[config.mk]
export PLATFORM = sky130hd
export DESIGN_NAME = i2c_reg_target
export DESIGN_NICKNAME = d
export VERILOG_FILES = /design/src/rtl/i2c_rf_pkg.sv /design/src/rtl/i2c_pin_filter.sv /design/src/rtl/i2c_rf_bank.sv /design/src/rtl/i2c_rf_fsm.sv /design/src/rtl/i2c_reg_target.sv
export SDC_FILE = /design/constraint.sdc
export NUM_CORES = 1
export LEC_CHECK = 0
export BUFFER_PORTS_ARGS = -buffer_cell sky130_fd_sc_hd__buf_4
export CORE_AREA = 2 2 103 105
export DETAILED_ROUTE_END_ITERATION = 10
export DIE_AREA = 0 0 105 107
export PLACE_DENSITY = 0.84
export SLEW_MARGIN = 40
export SYNTH_ARGS = -nofsm -noshare
export SYNTH_HDL_FRONTEND = slang
export SYNTH_SLANG_ARGS = --single-unit
[constraint.sdc]
create_clock -name clk -period 2.84 [get_ports clk]
set_clock_uncertainty 0.05 [all_clocks]
set_input_delay 0.426 -clock clk [delete_from_list [all_inputs] [get_ports clk]]
set_output_delay 0.426 -clock clk [all_outputs]
set_load 0.02 [all_outputs]
[src/rtl/i2c_rf_pkg.sv]
package i2c_rf_pkg;

    localparam int NREG = 9;
    localparam int PW   = $clog2(NREG);

    typedef logic [PW-1:0] ptr_t;

    typedef enum logic [3:0] {
        ST_IDLE,
        ST_ADDR,
        ST_ADDR_ACK,
        ST_REG,
        ST_REG_ACK,
        ST_WR,
        ST_WR_ACK,
        ST_RD,
        ST_RD_ACK
    } tgt_state_e;

    function automatic logic [7:0] reset_value(input int idx);
        case (idx)
            0:       return 8'h10;
            1:       return 8'h87;
            2:       return 8'h50;
            3:       return 8'hE9;
            5:       return 8'h7B;
            default: return 8'h00;
        endcase
    endfunction

    function automatic logic writable(input int idx);
        return !(idx == 0 || idx == 6 || idx == 7);
    endfunction

    // Pointer 0 holds still, the last register saturates.
    function automatic ptr_t ptr_step(input ptr_t p);
        if (p == '0)               return p;
        if (p == ptr_t'(NREG - 1)) return p;
        return p + ptr_t'(1);
    endfunction

endpackage

[src/rtl/i2c_pin_filter.sv]
module i2c_pin_filter #(
    parameter logic IDLE_LVL = 1'b1
) (
    input  logic clk,
    input  logic rst_n,
    input  logic pin_i,
    output logic level_o,
    output logic rise_o,
    output logic fall_o
);
    logic [2:0] sh;
    logic       lvl;
    logic       lvl_q;

    always_ff @(posedge clk or negedge rst_n) begin
        if (!rst_n) begin
            sh    <= {3{IDLE_LVL}};
            lvl   <= IDLE_LVL;
            lvl_q <= IDLE_LVL;
        end else begin
            sh    <= {sh[1:0], pin_i};
            lvl_q <= lvl;
            if (sh[1] == sh[2]) lvl <= sh[1];
        end
    end

    assign level_o = lvl;
    assign rise_o  = lvl & ~lvl_q;
    assign fall_o  = ~lvl & lvl_q;


    glitch_reject_chk: assert property (@(posedge clk) disable iff (!rst_n)
        (lvl != $past(lvl)) |-> (lvl == $past(sh[2])));

endmodule

[src/rtl/i2c_rf_bank.sv]
module i2c_rf_bank
    import i2c_rf_pkg::*;
(
    input  logic              clk,
    input  logic              rst_n,
    input  logic              wr_en,
    input  ptr_t              wr_addr,
    input  logic [7:0]        wr_data,
    input  ptr_t              rd_ptr,
    output logic [7:0]        rd_data,
    output logic [NREG*8-1:0] regs_o
);
    generate
        for (genvar g = 0; g < NREG; g++) begin : g_reg
            if (writable(g)) begin : g_rw
                logic [7:0] val;
                always_ff @(posedge clk or negedge rst_n) begin
                    if (!rst_n)
                        val <= reset_value(g);
                    else if (wr_en && wr_addr == ptr_t'(g))
                        val <= wr_data;
                end
                assign regs_o[g*8 +: 8] = val;


                wr_land_chk: assert property (@(posedge clk) disable iff (!rst_n)
                    (wr_en && wr_addr == ptr_t'(g)) |=> (regs_o[g*8 +: 8] == $past(wr_data)));
            end else begin : g_ro
                assign regs_o[g*8 +: 8] = reset_value(g);
            end
        end
    endgenerate

    always_comb begin
        rd_data = '0;
        for (int i = 0; i < NREG; i++) begin
            if (rd_ptr == ptr_t'(i)) rd_data = regs_o[i*8 +: 8];
        end
    end

endmodule

[src/rtl/i2c_rf_fsm.sv]
module i2c_rf_fsm
    import i2c_rf_pkg::*;
#(
    parameter logic [6:0] DEV_ADDR = 7'h35
) (
    input  logic       clk,
    input  logic       rst_n,
    input  logic       scl_lvl,
    input  logic       scl_rise,
    input  logic       scl_fall,
    input  logic       sda_lvl,
    input  logic       start_ev,
    input  logic       stop_ev,
    input  logic [7:0] rd_data,
    output ptr_t       ptr_o,
    output logic       wr_en,
    output ptr_t       wr_addr,
    output logic [7:0] wr_data,
    output logic       sda_oe
);
    tgt_state_e state, nxt;
    logic [3:0] cnt;
    logic [7:0] rx;
    logic [7:0] tx;
    ptr_t       ptr;
    logic       m_nack;
    logic       byte_end;
    logic       addr_hit;
    logic       reg_ok;

    assign byte_end = scl_fall && (cnt == 4'd8);
    assign addr_hit = (rx[7:1] == DEV_ADDR);
    assign reg_ok   = (rx < 8'(NREG));
    assign ptr_o    = ptr;

    always_ff @(posedge clk or negedge rst_n) begin
        if (!rst_n) state <= ST_IDLE;
        else        state <= nxt;
    end

    always_comb begin
        nxt = state;
        if (start_ev)     nxt = ST_ADDR;
        else if (stop_ev) nxt = ST_IDLE;
        else begin
            unique case (state)
                ST_IDLE:     nxt = ST_IDLE;
                ST_ADDR:     if (byte_end) nxt = addr_hit ? ST_ADDR_ACK : ST_IDLE;
                ST_ADDR_ACK: if (scl_fall) nxt = rx[0] ? ST_RD : ST_REG;
                ST_REG:      if (byte_end) nxt = reg_ok ? ST_REG_ACK : ST_IDLE;
                ST_REG_ACK:  if (scl_fall) nxt = ST_WR;
                ST_WR:       if (byte_end) nxt = ST_WR_ACK;
                ST_WR_ACK:   if (scl_fall) nxt = ST_WR;
                ST_RD:       if (byte_end) nxt = ST_RD_ACK;
                ST_RD_ACK:   if (scl_fall) nxt = m_nack ? ST_IDLE : ST_RD;
            endcase
        end
    end

    always_ff @(posedge clk or negedge rst_n) begin
        if (!rst_n) begin
            cnt     <= '0;
            rx      <= '0;
            tx      <= '0;
            ptr     <= '0;
            m_nack  <= 1'b0;
            wr_en   <= 1'b0;
            wr_addr <= '0;
            wr_data <= '0;
            sda_oe  <= 1'b0;
        end else begin
            wr_en <= 1'b0;
            if (start_ev || stop_ev) begin
                cnt    <= '0;
                sda_oe <= 1'b0;
            end else begin
                case (state)
                    ST_ADDR, ST_REG, ST_WR: begin
                        if (scl_rise) begin
                            rx  <= {rx[6:0], sda_lvl};
                            cnt <= cnt + 4'd1;
                        end else if (byte_end) begin
                            cnt <= '0;
                            if (state == ST_ADDR) sda_oe <= addr_hit;
                            if (state == ST_REG) begin
                                sda_oe <= reg_ok;
                                if (reg_ok) ptr <= rx[PW-1:0];
                            end
                            if (state == ST_WR) begin
                                sda_oe  <= 1'b1;
                                wr_en   <= 1'b1;
                                wr_addr <= ptr;
                                wr_data <= rx;
                                ptr     <= ptr_step(ptr);
                            end
                        end
                    end
                    ST_ADDR_ACK: begin
                        if (scl_fall) begin
                            cnt    <= '0;
                            sda_oe <= 1'b0;
                            if (rx[0]) begin
                                tx     <= rd_data;
                                sda_oe <= ~rd_data[7];
                            end
                        end
                    end
                    ST_REG_ACK, ST_WR_ACK: begin
                        if (scl_fall) sda_oe <= 1'b0;
                    end
                    ST_RD: begin
                        if (scl_rise) cnt <= cnt + 4'd1;
                        else if (byte_end) begin
                            cnt    <= '0;
                            sda_oe <= 1'b0;
                            ptr    <= ptr_step(ptr);
                        end else if (scl_fall) begin
                            tx     <= {tx[6:0], 1'b0};
                            sda_oe <= ~tx[6];
                        end
                    end
                    ST_RD_ACK: begin
                        if (scl_rise) m_nack <= sda_lvl;
                        else if (scl_fall && !m_nack) begin
                            tx     <= rd_data;
                            sda_oe <= ~rd_data[7];
                        end
                    end
                    default: ;
                endcase
            end
        end
    end


    oe_while_low_chk: assert property (@(posedge clk) disable iff (!rst_n)
        (sda_oe != $past(sda_oe)) |-> !scl_lvl);


    idle_quiet_chk: assert property (@(posedge clk) disable iff (!rst_n)
        (state == ST_IDLE) |-> !sda_oe);


    ptr_range_chk: assert property (@(posedge clk) disable iff (!rst_n)
        ptr < ptr_t'(NREG));

endmodule

[src/rtl/i2c_reg_target.sv]
module i2c_reg_target
    import i2c_rf_pkg::*;
#(
    parameter logic [6:0] DEV_ADDR = 7'h35
) (
    input  logic              clk,
    input  logic              rst_n,
    input  logic              scl_i,
    input  logic              sda_i,
    output logic              sda_oe,
    output logic [NREG*8-1:0] regs_o
);
    localparam int SCL_IDX = 0;
    localparam int SDA_IDX = 1;

    logic [1:0] pin_raw, pin_lvl, pin_rise, pin_fall;
    logic       start_ev, stop_ev;
    logic       wr_en;
    ptr_t       wr_addr, ptr;
    logic [7:0] wr_data, rd_data;

    assign pin_raw = {sda_i, scl_i};

    generate
        for (genvar g = 0; g < 2; g++) begin : g_pin
            i2c_pin_filter #(.IDLE_LVL(1'b1)) u_flt (
                .clk     (clk),
                .rst_n   (rst_n),
                .pin_i   (pin_raw[g]),
                .level_o (pin_lvl[g]),
                .rise_o  (pin_rise[g]),
                .fall_o  (pin_fall[g])
            );
        end
    endgenerate

    assign start_ev = pin_lvl[SCL_IDX] & pin_fall[SDA_IDX];
    assign stop_ev  = pin_lvl[SCL_IDX] & pin_rise[SDA_IDX];

    i2c_rf_fsm #(.DEV_ADDR(DEV_ADDR)) u_fsm (
        .clk      (clk),
        .rst_n    (rst_n),
        .scl_lvl  (pin_lvl[SCL_IDX]),
        .scl_rise (pin_rise[SCL_IDX]),
        .scl_fall (pin_fall[SCL_IDX]),
        .sda_lvl  (pin_lvl[SDA_IDX]),
        .start_ev (start_ev),
        .stop_ev  (stop_ev),
        .rd_data  (rd_data),
        .ptr_o    (ptr),
        .wr_en    (wr_en),
        .wr_addr  (wr_addr),
        .wr_data  (wr_data),
        .sda_oe   (sda_oe)
    );

    i2c_rf_bank u_bank (
        .clk     (clk),
        .rst_n   (rst_n),
        .wr_en   (wr_en),
        .wr_addr (wr_addr),
        .wr_data (wr_data),
        .rd_ptr  (ptr),
        .rd_data (rd_data),
        .regs_o  (regs_o)
    );

endmodule

# Word level (Yosys, flattened, before mapping)
# Cells that the tools add are included.
op_classes:
  shifts: 0
  bitwise_logic: 14
  n_div: 0
  muxes: 92
  n_addsub: 2
  n_eq_ne: 55
  order_cmp: 1
  n_mul: 0
  reduce_logical: 27
ops:
  columns: ["op", "n"]
  rows:
  - ["2-to-1 mux 4 bit", 26]
  - ["2-to-1 mux 8 bit", 8]
  - ["2-to-1 mux 7 bit", 7]
  - ["2-to-1 mux 1 bit", 41]
  - ["equality test 4 x 3 -> 1 bit, second input constant", 10]
  - ["inequality test 4 x 1 -> 1 bit, second input constant", 9]
  - ["one-hot mux 4 bit (8 select lines)", 1]
  - ["equality test 4 x 2 -> 1 bit, second input constant", 6]
  - ["one-hot mux 7 bit (3 select lines)", 1]
  - ["inequality test 3 x 1 -> 1 bit, second input constant", 6]
  - ["equality test 4 bit, second input constant", 4]
  - ["one-hot mux 4 bit (2 select lines)", 2]
  - ["equality test 4 x 1 -> 1 bit, second input constant", 3]
  - ["inequality test 2 x 1 -> 1 bit, second input constant", 6]
  - ["AND reduction 10 bit", 1]
  - ["2-to-1 mux 3 bit", 3]
  - ["inequality test 3 x 2 -> 1 bit, second input constant", 3]
  - ["AND reduction 3 bit", 3]
  - ["AND reduction 9 bit", 1]
  - ["adder 4 x 1 -> 4 bit, second input constant", 2]
  - ["logical AND 1 bit", 8]
  - ["logical NOT 4 bit", 2]
  - ["< comparator 8 x 4 -> 1 bit, second input constant", 1]
  - ["inequality test 2 bit, second input constant", 4]
  - ["19 further kinds", 33]
word_totals:
  out_inout_bits: 73
  inputBits: 4
  n_memories: 0
  ramBits: 0
  rom_bits: 0
  ff_bits: 100
  elab_cells: 213
  latchBits: 0

# Logic depth before layout (Yosys ltp)
# Gate-level depths: netlist of run 1.
logic_depth:
  depth_word: 19
  ltp_mapped: 10
  depth_no_buf: 7

# By module
# From an unflattened synthesis of run 1, not the netlist that was laid out.
hier_totals:
  cells_unflattened: 455
  area_unflattened_um2: 5271.3
by_module_without_submodules:
  columns: ["mod", "instances", "area_per_inst_um2", "seq_area_each_um2", "cells_per_inst"]
  rows:
  - ["i2c_rf_bank", 1, 2595.0, 1222.4, 221]
  - ["i2c_rf_fsm", 1, 2351.0, 1051.0, 216]
  - ["i2c_pin_filter", 2, 156.4, 131.4, 8]
  - ["i2c_reg_target", 1, 12.5, 0.0, 2]

# Worst setup path after synthesis of run 1
# No wires, ideal clock.
synth_timing:
  path_type: "reg2reg"
  from: "reg u_fsm.cnt[0]"
  to: "reg u_fsm.wr_addr[3]"
  setup_time_ns: 0.125
  required_time_ns: 2.665
  stages_incl_launch_ff: 10
  n_path_buf: 3
  slack_ns: 0.868
  period_less_slack_ns: 1.972
  arrival_ns: 1.797
  path_cell_list: "dfrtp_1 > inv_1 > ha_1 > and3b_1 > buf_6 > nand2_4 > or3_1 > buf_6 > buf_12 > mux2_4"
synth_via:
  elab_chain_cells: 3
synth_lines:
  columns: ["element", "line", "source"]
  rows:
  - ["start, declared", "i2c_rf_fsm.sv:22", "logic [3:0] cnt;"]
  - ["start signal, assigned", "i2c_rf_fsm.sv:81", "cnt <= cnt + 4'd1;"]
  - ["start signal, assigned", "i2c_rf_fsm.sv:112", "if (scl_rise) cnt <= cnt + 4'd1;"]
  - ["equality test 4 bit", "i2c_rf_fsm.sv:31", "assign byte_end = scl_fall && (cnt == 4'd8);"]
  - ["logical AND 1 bit", "i2c_rf_fsm.sv:31", null]
  - ["AND reduction 5 bit (no line)", null, null]
  - ["end signal, assigned", "i2c_rf_fsm.sv:92", "wr_addr <= ptr;"]
  - ["end, declared", "i2c_rf_fsm.sv:17", "output ptr_t wr_addr,"]
# Every way passes these cells.
# A chain may end at the register's enable or synchronous reset.

# Final worst setup path of run 1
layout_timing:
  from: "reg u_fsm.ptr[0], in the netlist u_fsm.ptr_o[0]"
  to: "reg u_fsm.sda_oe"
layout_via:
  elab_chain_cells: 14
  elab_cells_between_ends: 23
  cone_classes: "eq/ne (8); mux (14); bitwise (1)"
layout_lines:
  columns: ["element", "line", "source"]
  rows:
  - ["start, declared", "i2c_rf_fsm.sv:25", "ptr_t ptr;"]
  - ["start signal, assigned", "i2c_rf_fsm.sv:87", "if (reg_ok) ptr <= rx[PW-1:0];"]
  - ["start signal, assigned", "i2c_rf_fsm.sv:94", "ptr <= ptr_step(ptr);"]
  - ["start signal, assigned", "i2c_rf_fsm.sv:116", "ptr <= ptr_step(ptr);"]
  - ["equality test 4 x 1 -> 1 bit", "i2c_rf_bank.sv:37", "if (rd_ptr == ptr_t'(i)) rd_data = regs_o[i*8 +: 8];"]
  - ["2-to-1 mux 8 bit (7 in series)", "i2c_rf_bank.sv:37", null]
  - ["2-to-1 mux 8 bit *", "i2c_rf_bank.sv:37", null]
  - ["inverter 1 bit *", "i2c_rf_fsm.sv:104, i2c_rf_fsm.sv:126", null]
  - ["2-to-1 mux 1 bit (on tied branches)", "i2c_rf_fsm.sv:124, i2c_rf_fsm.sv:102", null]
  - ["2-to-1 mux 1 bit (on tied branches)", "i2c_rf_fsm.sv:123, i2c_rf_fsm.sv:99", null]
  - ["one-hot mux 1 bit (5 select lines) *", "i2c_rf_fsm.sv:77", "case (state)"]
  - ["2-to-1 mux 1 bit *", "i2c_rf_fsm.sv:73", "if (start_ev || stop_ev) begin"]
  - ["end signal, assigned", "i2c_rf_fsm.sv:84", "if (state == ST_ADDR) sda_oe <= addr_hit;"]
  - ["end signal, assigned", "i2c_rf_fsm.sv:86", "sda_oe <= reg_ok;"]
  - ["end signal, assigned", "i2c_rf_fsm.sv:126", "sda_oe <= ~rd_data[7];"]
  - ["end, declared", "i2c_rf_fsm.sv:19", "output logic sda_oe"]
# Mark *: on every way between the ends. The rest lies on a longest branch, timed or not. The select of a mux whose other input is x is not followed.

==> metrics, run 1 <==
Worst Setup Path Type reg -> reg; Setup violations, final 0; Peak VDD IR 0.000208 V; met1 Use GR 0.300; setup TNS 0 ps; crit end category flop; Worst Path Arrival 2630 ps; Critical path origin u_fsm.ptr_o[0]; clock-pin transition on the worst setup and hold timing paths 100 ps; Reg2Reg Depth 7; Filler cells 820; Die Wd 105 um; P per Cell Area 480 nW/um2; drt initial violations 247; Placed Cells incl. Taps 601; HP Start sda_i; leak pwr 2.70 nW; Ys Warns 0; Layout Utilization 0.566; Synth async-reset ratio 1.00; worst skew pair latency 380 ps; RSZ-0062 raised after global routing false; max_cap viols 0; gpl congestion 0.923; dpl hpwl 8530 um; cell area after synthesis 5150 um2; ratio of cells with drive above 1 in the final layout 0.378; crit path time final 2420 ps; Hold Violations, Final 0; mean post-synth cell area 12.0 um2; Synth top area share 0.355; HP Class in -> reg; Cell Rows 37; Netlist cell types 67; status finished clean; Synth Instances 431; mean number of vias per cell 6.03; met3 GRT Util 0.0541; global-route wire length before repair 19500 um; simple-gate portion of the synthesized area 0.107; # H-tree levels 3; pin count of the biggest net entering global routing 45; Post-Synth XOR/XNOR Area 0.00510; CTS tree yes; GRT Resource Usage Total 0.221; area delta synth->final 11.0%; Detailed Route WL 11800 um; met2 usage in global routing 0.349; main combinational cell family by area after synthesis multiplexers; fin nets 487; Vias 3729; GRT overflow 0; mux cell area share after synthesis 0.174; Max FO, Critical Path 13; Initial Util 0.511; top cells by area, synth dfrtp_1, mux2_2, dfstp_2; final std cells w/o fill 618; Seq cells post-synth 100; Yosys top cell by area dfrtp_1; GRT busiest layer met2; most frequent cell after synthesis dfrtp_1; Ports 77; top_reg_cell synth dfrtp_1; routed length per instance 19.1 um; FF-to-FF End u_fsm.sda_oe; Num Clock Sinks 100; Synth Area in Adders 0.0204; CP endpoint u_fsm.sda_oe; crit path launch type flop; height of the die 107 um; Pre-antenna DRT Iters 4; initial antenna violation count 0; number of port buffers 52; Core Area 10100 um2; top post-synthesis cells by count dfrtp_1, mux2_2, dfstp_2; FF+latch area 2540 um2; die footprint 11200 um2; CTS Buffer Depth 2; cts repair resizes 0; total CTS buffers 9; Rel. slew slack 0.482; max-slew violation count 0; f_max 414 MHz; Multi-input gate area 2350 um2; crit share post-route 0.851; sequential cell area fraction in the yosys report 0.492; Worst Path Required 3050 ps; EDFF count, synth 0; compound-gate portion of the synthesized area 0.133; r2r setup slk 420 ps; reg-to-reg startpoint u_fsm.ptr_o[0]; worst slew pin tran 773 ps; antenna cells 0; clk root buf clkbuf_8; vias in the first global route 3646; Routed Antenna Nets 0; DRC viols 0
cells by family (layout without fill, tap and decap cells):
| kind of cell | count (synthesis) | after routing |
|---|---|---|
| AOI/OAI and AO/OA | 95 | 95 |
| xor gates and xnor gates | 3 | 3 |
| adders and majority gates | 9 | 9 |
| buffers and inverters | 54 | 83 |
| DFF | 100 | 100 |
| muxes | 78 | 78 |
| other | 2 | 24 |
| and+or+nand+nor | 90 | 90 |
per-stage QoR:
step | power [mW] | hold WS [ps] | cell area, um2 | setup WS [ps]
floorplan | 1.83 | 80.4 | 5240 | 868
global placement | 1.90 | 296 | 5520 | 572
detailed placement | 1.91 | 297 | 5520 | 468
CTS | 2.76 | 90.0 | 5720 | 466
global route | 2.88 | 73.6 | 5720 | 213
finish | 2.74 | 105 | 5720 | 423
sequential cells by signal, summed over array words and instances (netlist names):
register             count
g_pin.u_flt.level_o      2
g_pin.u_flt.lvl_q        2
g_pin.u_flt.sh           6
u_bank.g.g_rw.val       48
u_fsm.cnt                4
u_fsm.m_nack             1
u_fsm.ptr_o              4
u_fsm.rx                 8
u_fsm.sda_oe             1
u_fsm.state              4
u_fsm.tx                 7
u_fsm.wr_addr            4
u_fsm.wr_data            8
u_fsm.wr_en              1
power breakdown:
| part | switching [mW] | leakage, nW | internal, mW | total [mW] |
|---|---|---|---|---|
| Sequential | 0.111 | 1.29 | 1.49 | 1.61 |
| Clock | 0.514 | 0.0934 | 0.336 | 0.851 |
| Combinational | 0.173 | 1.31 | 0.115 | 0.288 |
worst max-delay path, cell delays in order (launching register included):
cell and delay, ps:
dfrtp_1 430, inv_1 130, ha_1 430, nor2b_1 200, a221oi_1 430, o21ai_1 130
o32a_1 170, o41ai_1 340
per-layer routing:
metal | wire length, um | up-vias
li1 | - | 1668
met4 | 299 | 0
met5 | 0 | -
met2 | 5650 | 162
met1 | 5190 | 1871
met3 | 657 | 28
cell usage in the layout, fill, tap and decap left out, drive strengths merged, types with 4 or more instances in the layout:
cell type  instances
nand2             14
dfrtp             73
nor3               6
o221ai             5
nand2b             6
o21ai             17
a31oi              4
o2bb2ai            6
ha                 6
dfstp             27
or3                6
a221o              5
nand3              9
a21oi             19
nor3b              4
nand3b             5
inv               14
o211ai             7
nand4b             4
nor2              13
clkbuf            10
mux2              77
a221oi             9
conb              24
buf               55
how the worst min path moves through the flow:
| stage | endpoint | slack, ps | depth (start not counted) |
|---|---|---|---|
| floorplan | u_bank.g_reg[1].g_rw.val[3] | 80 | 0 |
| global placement | g_pin[1].u_flt.sh[1] | 300 | 0 |
| detailed placement | g_pin[1].u_flt.sh[1] | 300 | 0 |
| CTS | g_pin[1].u_flt.sh[0] | 90 | 1 |
| global route | g_pin[1].u_flt.sh[0] | 70 | 1 |
| finish | g_pin[1].u_flt.sh[0] | 110 | 1 |
timing repair:
action | 4_1_cts | 5_1_grt
buffers inserted | 0 | 0
hold buffers | 1 | 0
endpoints found under the hold margin | 26 | 0
area by class of cell:
type | instances | share of cell area
clock buffer | 10 | 0.0223
multi-input combinational | 299 | 0.411
timing repair buffer | 56 | 0.0762
inverter | 11 | 0.00722
clock inverter | 6 | 0.00963
tap | 136 | 0.0298
sequential | 100 | 0.444
Note: power is estimated with default switching activity, not from simulation.
==> inputs of run 2 (changes only) <==
--- a/config.mk
+++ b/config.mk
@@ -9,7 +9,7 @@
 export CORE_AREA = 2 2 103 105
 export DETAILED_ROUTE_END_ITERATION = 10
 export DIE_AREA = 0 0 105 107
-export PLACE_DENSITY = 0.84
+export PLACE_DENSITY = 0.86
 export SLEW_MARGIN = 40
 export SYNTH_ARGS = -nofsm -noshare
 export SYNTH_HDL_FRONTEND = slang
==> constraint.sdc (replaced) <==
create_clock -name clk -period 2.1 [get_ports clk]
set_clock_uncertainty 0.05 [all_clocks]
set_input_delay 0.315 -clock clk [delete_from_list [all_inputs] [get_ports clk]]
set_output_delay 0.315 -clock clk [all_outputs]
set_load 0.02 [all_outputs]
==> metrics, run 2 (synthesis results as in run 1) <==
global-route wire length before repair 20700 um; Peak VDD IR 0.000362 V; Post-DP Area 5760 um2; Critical path origin u_fsm.ptr_o[0]; Die Wd 105 um; Detailed Route WL 12800 um; worst slew pin tran 526 ps; vias in the first global route 3980; most flop-heavy register u_bank.g.g_rw.val; Initial Util 0.511; antenna cells 0; Hold Violations, Final 0; Pre-antenna DRT Iters 5; Worst Setup Path Type reg -> reg; Core Area 10100 um2; max_cap viols 0; failing checks setup timing; routed length per instance 19.6 um; Num Clock Sinks 100; CTS tree yes; P per Cell Area 656 nW/um2; crit share post-route 1.01; final std cells w/o fill 654; Final Instance Area 6140 um2; leak pwr 2.91 nW; FF-to-FF End u_fsm.sda_oe; CP endpoint u_fsm.sda_oe; Largest register FFs 48; Cell Rows 37; worst skew pair latency 380 ps; clock-pin transition on the worst setup and hold timing paths 100 ps; RSZ-0062 raised after global routing true; Placed Cells incl. Taps 632; area delta synth->final 19.2%; crit path time final 2120 ps; gpl congestion 0.909; f_max 473 MHz; Routed Antenna Nets 0; ratio of cells with drive above 1 in the final layout 0.454; final total power 4.03 mW; mean number of vias per cell 6.13; dpl hpwl 9060 um; crit end category flop; Max FO, Critical Path 6; Worst Path Required 2320 ps; Reg2Reg Depth 7; Multi-input gate area 2450 um2; most frequent cells in the layout buf_4, mux2_2, dfrtp_1; pin count of the biggest net entering global routing 101; die footprint 11200 um2; initial antenna violation count 0; drt initial violations 306; FF+latch area 2540 um2; GRT Resource Usage Total 0.233; height of the die 107 um; DRC viols 0; clk root buf clkbuf_8; CTS Buffer Depth 2; Filler cells 781; reg-to-reg startpoint u_fsm.ptr_o[0]; crit path launch type flop; Ports 77; commonest non-fill, non-tap cell in the layout buf_4; GRT overflow 0; total CTS buffers 9; fin nets 523; Setup violations, final 1; r2r setup slk -20 ps; PnR worst setup slack -16.0 ps; Vias 4008; HP Class reg -> reg; Rel. slew slack 0.649; # H-tree levels 3; Worst Path Arrival 2340 ps; number of port buffers 52; max-slew violation count 0; biggest regs u_bank.g.g_rw.val x48, u_fsm.rx x8, u_fsm.wr_data x8; status finished, violations left; setup TNS -16.0 ps
## run 2: changes by cell type in the layout (fill, tap and decap cells not counted), moves of 3 or more
cell / change
ha_1: -3
a221oi_2: +4
a221oi_1: -4
buf_4: +33
clkinv_4: -3
## run 2: routing by layer
metal / vias up / global-route usage / share of wire
met3: 40 / 0.0419 / 0.073
met2: 221 / 0.384 / 0.50
met5: - / 0 / 0
met1: 2010 / 0.298 / 0.39
met4: 0 / 0.115 / 0.035
li1: 1737 / - / -
## run 2: worst min path at each step
stage                         startpoint                          end  slack, ps  cells after the start
floorplan                          rst_n  u_bank.g_reg[1].g_rw.val[3]        -30                      0
global placement    g_pin[0].u_flt.sh[0]         g_pin[0].u_flt.sh[1]        300                      0
detailed placement  g_pin[0].u_flt.sh[0]         g_pin[0].u_flt.sh[1]        300                      0
CTS                 g_pin[0].u_flt.sh[0]         g_pin[0].u_flt.sh[1]        310                      0
global route        g_pin[1].u_flt.sh[0]         g_pin[1].u_flt.sh[1]        320                      0
finish              g_pin[0].u_flt.sh[0]         g_pin[0].u_flt.sh[1]        310                      0
## run 2: power breakdown
| part | switching [mW] | total (mW) | internal [mW] |
|---|---|---|---|
| combinational | 0.278 | 0.482 | 0.204 |
| sequential | 0.144 | 2.17 | 2.02 |
| clock | 0.678 | 1.38 | 0.701 |
## run 2: cell type report
class                      instances  area share
tap                              136      0.0277
multi-input combinational        299       0.399
timing repair buffer              92       0.116
inverter                          11     0.00673
clock inverter                     4     0.00836
sequential                       100       0.413
clock buffer                      12      0.0289
## run 2: metrics by stage
step	hold slack, ps	utilization	setup WS [ps]
finish	309	0.608	-16.0
global route	319	0.608	-66.4
floorplan	-30.6	-	128
CTS	312	0.601	-1.38
global placement	296	0.570	-59.9
detailed placement	298	0.570	-147
## run 2: timing repair
action                                  4_1_cts  5_1_grt
buffers inserted                              2        1
pin swaps                                     1        1
endpoints found under the setup margin        3       31
gates cloned                                  0        0
endpoints found under the hold margin        75        0
gates resized for setup                       9       16
hold buffers                                  3        0
## run 2: worst max-delay path: stages (launching register included)
cell and delay [ps]:
dfrtp_1 440, inv_2 100, ha_2 230, and3b_1 200, a221oi_2 320, o21ai_2 130
o32a_1 210, o41ai_2 330
